File: src/rtl/bsched_pkg.sv
// Package: unit class encoding and the producer/consumer forwarding penalty.
// Assumes times are unsigned half-cycle counts.
package bsched_pkg;

    typedef enum logic [1:0] {
        UC_FAST = 2'd0,
        UC_INT  = 2'd1,
        UC_FP   = 2'd2,
        UC_MOVE = 2'd3
    } ucls_e;

    // Extra half-cycles for passing a value from producer class p to consumer class c
    function automatic logic [1:0] fwd_pen(input ucls_e p, input ucls_e c);
        logic [1:0] r;
        if (p == UC_MOVE)      r = 2'd0;
        else if (p == UC_FAST) r = (c == UC_FAST) ? 2'd0 : 2'd1;
        else                   r = (p == c) ? 2'd0 : 2'd2;
        return r;
    endfunction

endpackage

File: src/rtl/bsched_regs.sv
// Register ready-time table. Each entry holds the half-cycle at which the
// register value is ready and the class of the unit that produced it.
// Two combinational read ports, one synchronous write port. Reads see the
// contents from before a same-cycle write.
module bsched_regs
    import bsched_pkg::*;
#(
    parameter int NREG = 8,
    parameter int TW   = 16,
    localparam int RW  = $clog2(NREG)
) (
    input  logic          clk,
    input  logic          rst_n,
    input  logic [RW-1:0] rd0_addr,
    output logic [TW-1:0] rd0_time,
    output ucls_e         rd0_cls,
    input  logic [RW-1:0] rd1_addr,
    output logic [TW-1:0] rd1_time,
    output ucls_e         rd1_cls,
    input  logic          wr_en,
    input  logic [RW-1:0] wr_addr,
    input  logic [TW-1:0] wr_time,
    input  ucls_e         wr_cls
);

    logic [TW-1:0] rdy_q [NREG];
    ucls_e         cls_q [NREG];

    // Read both source entries
    always_comb begin
        rd0_time = rdy_q[rd0_addr];
        rd0_cls  = cls_q[rd0_addr];
        rd1_time = rdy_q[rd1_addr];
        rd1_cls  = cls_q[rd1_addr];
    end

    genvar g;
    for (g = 0; g < NREG; g++) begin : g_ent
        // Clear on reset, else capture the new ready time when this entry is written
        always_ff @(posedge clk) begin
            if (!rst_n) begin
                rdy_q[g] <= '0;
                cls_q[g] <= UC_MOVE;
            end else if (wr_en && (wr_addr == RW'(g))) begin
                rdy_q[g] <= wr_time;
                cls_q[g] <= wr_cls;
            end
        end
    end

endmodule

File: src/rtl/bsched_fwd.sv
// Operand readiness stage. Adds the class-pair forwarding penalty to each
// valid source's ready time, takes the later of the two, and rounds up to an
// even half-cycle for single-speed consumers. With no valid source the result is 0.
module bsched_fwd
    import bsched_pkg::*;
#(
    parameter int TW = 16
) (
    input  logic          clk,
    input  logic          rst_n,
    input  logic          chk_en,
    input  logic          s0_vld,
    input  logic [TW-1:0] s0_time,
    input  ucls_e         s0_cls,
    input  logic          s1_vld,
    input  logic [TW-1:0] s1_time,
    input  ucls_e         s1_cls,
    input  ucls_e         c_cls,
    output logic [TW-1:0] dep_time
);

    logic [TW-1:0] arr0, arr1, late;

    // Operand arrival times including penalty; unused sources count as time 0
    always_comb begin
        arr0 = s0_vld ? (s0_time + TW'(fwd_pen(s0_cls, c_cls))) : '0;
        arr1 = s1_vld ? (s1_time + TW'(fwd_pen(s1_cls, c_cls))) : '0;
        late = (arr0 > arr1) ? arr0 : arr1;
    end

    // Single-speed consumers round up to a whole clock
    always_comb begin
        if (c_cls != UC_FAST) dep_time = late + TW'(late[0]);
        else                  dep_time = late;
    end


    // dep_src0_chk: a valid first source never arrives after the computed time
    dep_src0_chk: assert property (@(posedge clk) disable iff (!rst_n)
        (chk_en && s0_vld) |-> (dep_time >= s0_time));


    // dep_src1_chk: a valid second source never arrives after the computed time
    dep_src1_chk: assert property (@(posedge clk) disable iff (!rst_n)
        (chk_en && s1_vld) |-> (dep_time >= s1_time));

endmodule

File: src/rtl/bsched_units.sv
// Unit vacancy tracker. Holds the next-free time of each double-speed lane
// and each single-speed unit. Picks the earliest-starting fast lane (lane 0
// on a tie), rounds single-speed starts up to even, and marks the unit busy
// for the micro-op's occupancy.
module bsched_units
    import bsched_pkg::*;
#(
    parameter int TW    = 16,
    parameter int OW    = 6,
    parameter int NFAST = 2,
    localparam int LW   = (NFAST > 1) ? $clog2(NFAST) : 1,
    localparam int NU   = NFAST + 3
) (
    input  logic          clk,
    input  logic          rst_n,
    input  logic          iss_vld,
    input  ucls_e         iss_cls,
    input  logic [TW-1:0] dep_time,
    input  logic [OW-1:0] iss_occ,
    output logic [TW-1:0] start_time,
    output logic [LW-1:0] lane_sel
);

    logic [TW-1:0] free_q [NU];
    logic [TW-1:0] lane_t [NFAST];
    logic [TW-1:0] best_t, slow_raw, slow_t;
    logic [LW-1:0] best_l;
    int unsigned   slow_idx, upd_idx;

    genvar g;
    for (g = 0; g < NFAST; g++) begin : g_lane
        // Candidate start on this fast lane
        assign lane_t[g] = (dep_time > free_q[g]) ? dep_time : free_q[g];
    end

    // Earliest fast lane; strict compare keeps the lowest index on a tie
    always_comb begin
        best_t = lane_t[0];
        best_l = '0;
        for (int i = 1; i < NFAST; i++) begin
            if (lane_t[i] < best_t) begin
                best_t = lane_t[i];
                best_l = LW'(i);
            end
        end
    end

    // Single-speed candidate, rounded to a whole clock
    always_comb begin
        unique case (iss_cls)
            UC_INT:  slow_idx = NFAST;
            UC_FP:   slow_idx = NFAST + 1;
            default: slow_idx = NFAST + 2;
        endcase
        slow_raw = (dep_time > free_q[slow_idx]) ? dep_time : free_q[slow_idx];
        slow_t   = slow_raw + TW'(slow_raw[0]);
    end

    // Final start time, lane report and the unit to mark busy
    always_comb begin
        if (iss_cls == UC_FAST) begin
            start_time = best_t;
            lane_sel   = best_l;
            upd_idx    = 32'(best_l);
        end else begin
            start_time = slow_t;
            lane_sel   = '0;
            upd_idx    = slow_idx;
        end
    end

    // Clear on reset, else mark the chosen unit busy until start plus occupancy
    always_ff @(posedge clk) begin
        if (!rst_n) begin
            for (int i = 0; i < NU; i++) free_q[i] <= '0;
        end else if (iss_vld) begin
            free_q[upd_idx] <= start_time + TW'(iss_occ);
        end
    end


    // vacancy_chk: never start before the chosen unit is free
    vacancy_chk: assert property (@(posedge clk) disable iff (!rst_n)
        iss_vld |-> (start_time >= free_q[upd_idx]));


    // dep_wait_chk: never start before the operands arrive
    dep_wait_chk: assert property (@(posedge clk) disable iff (!rst_n)
        iss_vld |-> (start_time >= dep_time));

endmodule

File: src/rtl/bypass_sched.sv
// Top of the forwarding start-time scoreboard. Takes one micro-op per clock,
// computes its start and finish in half-cycles from register readiness,
// class-pair forwarding penalties and unit vacancy, and registers the result
// for the next cycle. The register and unit state is updated in the same
// edge, so the next micro-op sees it. Assumes occupancy is at least 1.
module bypass_sched
    import bsched_pkg::*;
#(
    parameter int NREG  = 8,
    parameter int TW    = 16,
    parameter int LATW  = 6,
    parameter int NFAST = 2,
    localparam int RW   = $clog2(NREG),
    localparam int LW   = (NFAST > 1) ? $clog2(NFAST) : 1
) (
    input  logic            clk,
    input  logic            rst_n,
    input  logic            issue_vld,
    input  logic [RW-1:0]   issue_dst,
    input  logic [RW-1:0]   issue_src0,
    input  logic            issue_src0_vld,
    input  logic [RW-1:0]   issue_src1,
    input  logic            issue_src1_vld,
    input  logic [1:0]      issue_cls,
    input  logic [LATW-1:0] issue_lat,
    input  logic [LATW-1:0] issue_occ,
    output logic            res_vld,
    output logic [TW-1:0]   res_start,
    output logic [TW-1:0]   res_finish,
    output logic [LW-1:0]   res_lane
);

    ucls_e         cls_c;
    logic [TW-1:0] s0_t, s1_t, dep_t, start_c, fin_c;
    ucls_e         s0_c, s1_c;
    logic [LW-1:0] lane_c;

    assign cls_c = ucls_e'(issue_cls);

    bsched_regs #(.NREG(NREG), .TW(TW)) u_regs (
        .clk      (clk),
        .rst_n    (rst_n),
        .rd0_addr (issue_src0),
        .rd0_time (s0_t),
        .rd0_cls  (s0_c),
        .rd1_addr (issue_src1),
        .rd1_time (s1_t),
        .rd1_cls  (s1_c),
        .wr_en    (issue_vld),
        .wr_addr  (issue_dst),
        .wr_time  (fin_c),
        .wr_cls   (cls_c)
    );

    bsched_fwd #(.TW(TW)) u_fwd (
        .clk      (clk),
        .rst_n    (rst_n),
        .chk_en   (issue_vld),
        .s0_vld   (issue_src0_vld),
        .s0_time  (s0_t),
        .s0_cls   (s0_c),
        .s1_vld   (issue_src1_vld),
        .s1_time  (s1_t),
        .s1_cls   (s1_c),
        .c_cls    (cls_c),
        .dep_time (dep_t)
    );

    bsched_units #(.TW(TW), .OW(LATW), .NFAST(NFAST)) u_units (
        .clk        (clk),
        .rst_n      (rst_n),
        .iss_vld    (issue_vld),
        .iss_cls    (cls_c),
        .dep_time   (dep_t),
        .iss_occ    (issue_occ),
        .start_time (start_c),
        .lane_sel   (lane_c)
    );

    // Finish time for the result and for the destination entry
    assign fin_c = start_c + TW'(issue_lat);

    // Register the schedule result for the cycle after issue
    always_ff @(posedge clk) begin
        if (!rst_n) begin
            res_vld    <= 1'b0;
            res_start  <= '0;
            res_finish <= '0;
            res_lane   <= '0;
        end else begin
            res_vld <= issue_vld;
            if (issue_vld) begin
                res_start  <= start_c;
                res_finish <= fin_c;
                res_lane   <= lane_c;
            end
        end
    end


    // res_follow_chk: a result appears exactly one cycle after each issue
    res_follow_chk: assert property (@(posedge clk) disable iff (!rst_n)
        issue_vld |=> res_vld);


    // res_idle_chk: no result without an issue in the previous cycle
    res_idle_chk: assert property (@(posedge clk) disable iff (!rst_n)
        !issue_vld |=> !res_vld);


    // slow_even_chk: single-speed starts land on a whole clock
    slow_even_chk: assert property (@(posedge clk) disable iff (!rst_n)
        (issue_vld && issue_cls != 2'd0) |=> !res_start[0]);


    // slow_lane_chk: the lane report is zero for non-ALU classes
    slow_lane_chk: assert property (@(posedge clk) disable iff (!rst_n)
        (issue_vld && issue_cls != 2'd0) |=> (res_lane == '0));

endmodule

File: config.mk
export PLATFORM = sky130hd
export DESIGN_NAME = bypass_sched
export DESIGN_NICKNAME = d
export VERILOG_FILES = /design/src/rtl/bsched_pkg.sv /design/src/rtl/bsched_regs.sv /design/src/rtl/bsched_fwd.sv /design/src/rtl/bsched_units.sv /design/src/rtl/bypass_sched.sv
export SDC_FILE = /design/constraint.sdc
export NUM_CORES = 1
export LEC_CHECK = 0
export ABC_CLOCK_PERIOD_IN_PS = 19400
export BUFFER_PORTS_ARGS = -buffer_cell sky130_fd_sc_hd__buf_2
export CAP_MARGIN = 25
export CORE_MARGIN = 2
export CORE_UTILIZATION = 45
export CTS_CLUSTER_DIAMETER = 80
export DETAILED_ROUTE_END_ITERATION = 10
export PLACE_DENSITY = 0.72
export SLEW_MARGIN = 20
export SYNTH_ARGS = -nofsm -noshare
export SYNTH_HDL_FRONTEND = slang
export SYNTH_SLANG_ARGS = --single-unit
File: constraint.sdc
create_clock -name clk -period 19.4 [get_ports clk]
set_input_delay 5.82 -clock clk [delete_from_list [all_inputs] [get_ports clk]]
set_output_delay 5.82 -clock clk [all_outputs]
set_load 0.01 [all_outputs]
==> impl_table.tex <==
\begin{tabular}{lr}
\hline
Metric & Value \\
\hline
\multicolumn{2}{l}{\textbf{Final layout}} \\
Non-filler cells, final & 2398 \\
Commonest non-fill, non-tap cell in the layout & edfxtp\_1 \\
Final layout net count & 1974 \\
Ratio of cells with drive above 1 in the final layout & 0.1818 \\
Total of fill cells in the finished design & 3734 \\
\# diodes & 0 \\
Utilization after layout & 0.5038 \\
Final cell area excluding filler cells & 20990 um2 \\
Leading cell types in the layout, fill and taps excluded & 240 x edfxtp\_1, 234 x nor2\_1, 122 x nand2\_1 \\
Area added between synthesis and finish & 11.18\% \\
\multicolumn{2}{l}{\textbf{Routing}} \\
First-pass DRT Iterations & 6 \\
Overall via count from detail\_route & 15740 \\
Via density per instance & 6.563 \\
Antenna Violating Nets Remaining & 0 \\
Initial DRC count & 2105 \\
DRC violations left & 0 \\
Post-Route WL & 61270 um \\
Routed wirelength normalized by instance count & 25.55 um \\
\multicolumn{2}{l}{\textbf{Yosys}} \\
Synthesized area & 18880 um2 \\
Synthesized area divided by synthesized cell count & 10.63 um2 \\
Syn\_nets & 1911 \\
Portion of the post-synthesis area used by sequential elements & 0.4178 \\
Synthesized instance count & 1776 \\
Synth warn & 0 \\
Flip-flop and latch count after synthesis & 274 \\
Count of unique library cells instantiated by Yosys & 95 \\
Post-synthesis async set-or-reset flop share & 0 \\
Number of flops mapped to enable cells by yosys & 240 \\
Top\_reg\_cell synth & edfxtp\_1 \\
\multicolumn{2}{l}{\textbf{Floorplan}} \\
Top-Level Pins & 62 \\
Die outline width & 208.8 um \\
Initial core utilization & 0.4532 \\
Die area & 43610 um2 \\
CORE AREA & 41670 um2 \\
Die span in y & 208.8 um \\
Standard-cell rows & 75 \\
\multicolumn{2}{l}{\textbf{Clocking}} \\
Hold buffer count at CTS & 0 \\
Clock-pin slew on the worst setup and hold paths & 0.07 ns \\
Sinks on Clock Net & 274 \\
H-tree levels & 1 \\
Buffer type at the clock tree root & clkbuf\_16 \\
Clk Latency, worst-skew pair & 0.58 ns \\
Buffers from clock root to sink, at most & 3 \\
Number of buffers created by CTS & 27 \\
TritonCTS clock tree & done \\
\multicolumn{2}{l}{\textbf{Setup path}} \\
Kind of start point of the critical path & input port \\
Worst path required time & 19.70 ns \\
Family with the most delay on the worst path & simple AND/OR/NAND/NOR gates \\
Reg-to-reg startpoint & u\_regs.cls\_q[6][1]\$\_SDFFCE\_PN1P\_ \\
Crit. Startpoint & issue\_src0[0] \\
Delay of the slowest cell on the worst path & 0.54 ns \\
Data arrival time of the critical path & 18.85 ns \\
Largest fanout on the critical path & 10 \\
Cell with the largest stage delay on the worst path & mux4\_2 \\
FF-to-FF setup slack & 5.99 ns \\
Total number of cells along the worst setup path & 58 \\
Critical register-to-register path endpoint & u\_regs.rdy\_q[0][10]\$\_SDFFCE\_PN0P\_ \\
Crit path kind & input port to flip-flop \\
Destination of the critical timing path & u\_regs.rdy\_q[0][10]\$\_SDFFCE\_PN0P\_ \\
Kind of end point of the critical path & flip-flop \\
Combined buffer and inverter count along the critical path & 5 \\
Depth of the worst register-to-register path & 57 \\
\multicolumn{2}{l}{\textbf{Timing}} \\
Worst setup margin & 0.8477 ns \\
Worst slew margin & 0.2661 \\
Hold Vio Cnt, Final & 0 \\
Worst slack on hold paths & 0.4905 ns \\
Setup TNS Final & 0 ns \\
Max-slew violation total from the final report & 0 \\
Worst setup skew after layout & 0.02604 ns \\
Worst Max-Slew Pin Slew & 1.098 ns \\
Final setup viols & 0 \\
Crit share post-route & 0.9563 \\
Upper clock frequency limit & 53.90 MHz \\
Min cycle time layout & 18.55 ns \\
\multicolumn{2}{l}{\textbf{Pwr}} \\
Comb power frac & 0.390 \\
Net switching power & 806.1 uW \\
Total leakage power & 8.275 nW \\
Total design power & 2.110 mW \\
Peak supply drop & 0.08377 mV \\
Flop pwr share & 0.340 \\
Proportion of power drawn by the clock network & 0.270 \\
Sw frac & 0.3821 \\
PwrDens & 100.5 nW/um2 \\
Pint & 1.303 mW \\
\multicolumn{2}{l}{\textbf{Run}} \\
MaxCap Viol Count & 0 \\
\multicolumn{2}{l}{\textbf{Worst hold path}} \\
Class of the tightest hold or removal check & flip-flop to flip-flop \\
Worst Min Path Start & res\_start[6]\$\_SDFFE\_PN0P\_ \\
\multicolumn{2}{l}{\textbf{Place}} \\
Post-DP Area & 19970 um2 \\
Count of input and output buffers & 61 \\
GP Congestion & 0.9639 \\
DP Cell Count & 2347 \\
Post-Place Setup Slack & 0.01868 ns \\
Dpl hpwl & 44530 um \\
\multicolumn{2}{l}{\textbf{Global routing}} \\
Initial antenna violation count & 0 \\
Largest net degree at the start of global routing & 48 \\
Total grt overflow & 0 \\
Overall routing resource usage & 0.2791 \\
Global-route wire length before repair & 92900 um \\
Via count of the first global-routing pass & 15120 \\
\multicolumn{2}{l}{\textbf{Run status}} \\
Run status & finished clean \\
\hline
\end{tabular}
## cells by family (layout without fill, tap and decap cells)
logic type,count (synthesis),count (layout),share of synthesized area
mux,157,157,0.1434
fa+ha+maj,107,107,0.07250
flops,274,274,0.4178
simple gates,689,689,0.1808
xor+xnor,48,48,0.02227
buf+inv,183,266,0.04135
compound gates,318,318,0.1219
## worst min-delay path by stage
stage / end / depth (start not counted) / slack (ns)
finish: res_start[6]$_SDFFE_PN0P_ / 2 / 0.49
floorplan: res_finish[10]$_SDFFE_PN0P_ / 2 / 0.50
global route: res_start[12]$_SDFFE_PN0P_ / 1 / 0.52
CTS: res_start[13]$_SDFFE_PN0P_ / 1 / 0.49
global placement: res_finish[2]$_SDFFE_PN0P_ / 1 / 0.46
detailed placement: res_start[8]$_SDFFE_PN0P_ / 1 / 0.47
## synth_stat cells (6+ instances only)
cell type	number	area [um2]
a211oi_1	13	97.59
edfxtp_1	240	7207
xnor2_1	30	262.8
xor2_1	18	157.7
o211a_1	18	180.2
a31oi_1	8	50.05
mux4_2	85	1914
dfxtp_1	34	680.7
and3_1	13	81.33
nand2_1	123	461.7
inv_1	88	330.3
buf_2	13	65.06
or2_2	11	68.82
o31ai_1	22	165.2
nor2b_1	22	137.6
clkbuf_1	58	217.7
nor3_1	83	415.4
buf_4	10	75.07
a21o_1	30	225.2
nand4_1	31	193.9
mux2i_1	47	470.5
o21bai_1	7	52.55
o211ai_1	8	60.06
or4_1	8	60.06
o31a_1	9	78.83
nor3b_1	7	52.55
a21oi_1	57	285.3
mux2_2	19	214.0
o21a_1	17	127.6
and4_1	9	78.83
nand2b_1	9	56.30
buf_1	6	22.52
nor2_1	234	878.3
a22oi_1	6	45.04
o21ai_0	54	270.3
ha_1	103	1289
nor4_1	11	68.82
and2_1	20	125.1
or3_1	9	56.30
nand3_1	70	350.3
a22o_1	7	61.31
## power by group through the flow
stage,sequential (mW),clock (mW),combinational [mW]
after floorplan,0.722,0,0.516
after global placement,0.725,0,0.781
after detailed placement,0.727,0,0.795
after CTS,0.715,0.571,0.801
after global routing,0.719,0.591,0.884
final,0.717,0.570,0.823
## sequential cells by signal, indices dropped and copies added (netlist names)
name,count
u_regs.rdy_q,128
u_units.free_q,96
res_finish,16
res_start,16
u_regs.cls_q,16
res_lane,1
res_vld,1
## per-layer routing
layer / part of all wire / global-route usage / vias up
met5: 0 / 0 / -
met4: 0.030 / 0.08251 / 0
met3: 0.11 / 0.04659 / 131
met2: 0.44 / 0.4283 / 989
met1: 0.42 / 0.4073 / 7751
li1: - / - / 6868
## final cells by class
cell class	instances	area (um2)	area share
Inverter	91	341.6	0.01627
Clock buffer	30	686.9	0.03272
Sequential cell	274	7888	0.3758
Clock inverter	19	264.0	0.01258
Tap cell	539	674.4	0.03213
Timing Repair Buffer	126	805.8	0.03839
Multi-Input combinational cell	1319	10330	0.4922
## worst register-to-register path, delay by kind of cell (launching register included)
kind | cells | cell delay, ns
AO/OA/AOI/OAI | 17 | 3.48
adder cells (fa/ha/maj) | 7 | 1.87
multiplexers | 2 | 0.78
buffers and inverters | 4 | 0.65
flip-flops | 1 | 0.42
AND/OR/NAND/NOR | 26 | 5.78
XOR/XNOR | 1 | 0.17
## what timing repair did
item | 4_1_cts | 5_1_grt
hold endpoints to repair | 0 | 0
endpoints found under the setup margin | 0 | 167
gates resized for setup | 0 | 11
setup buffers | 0 | 2
Power figures use the tool's default switching activity.
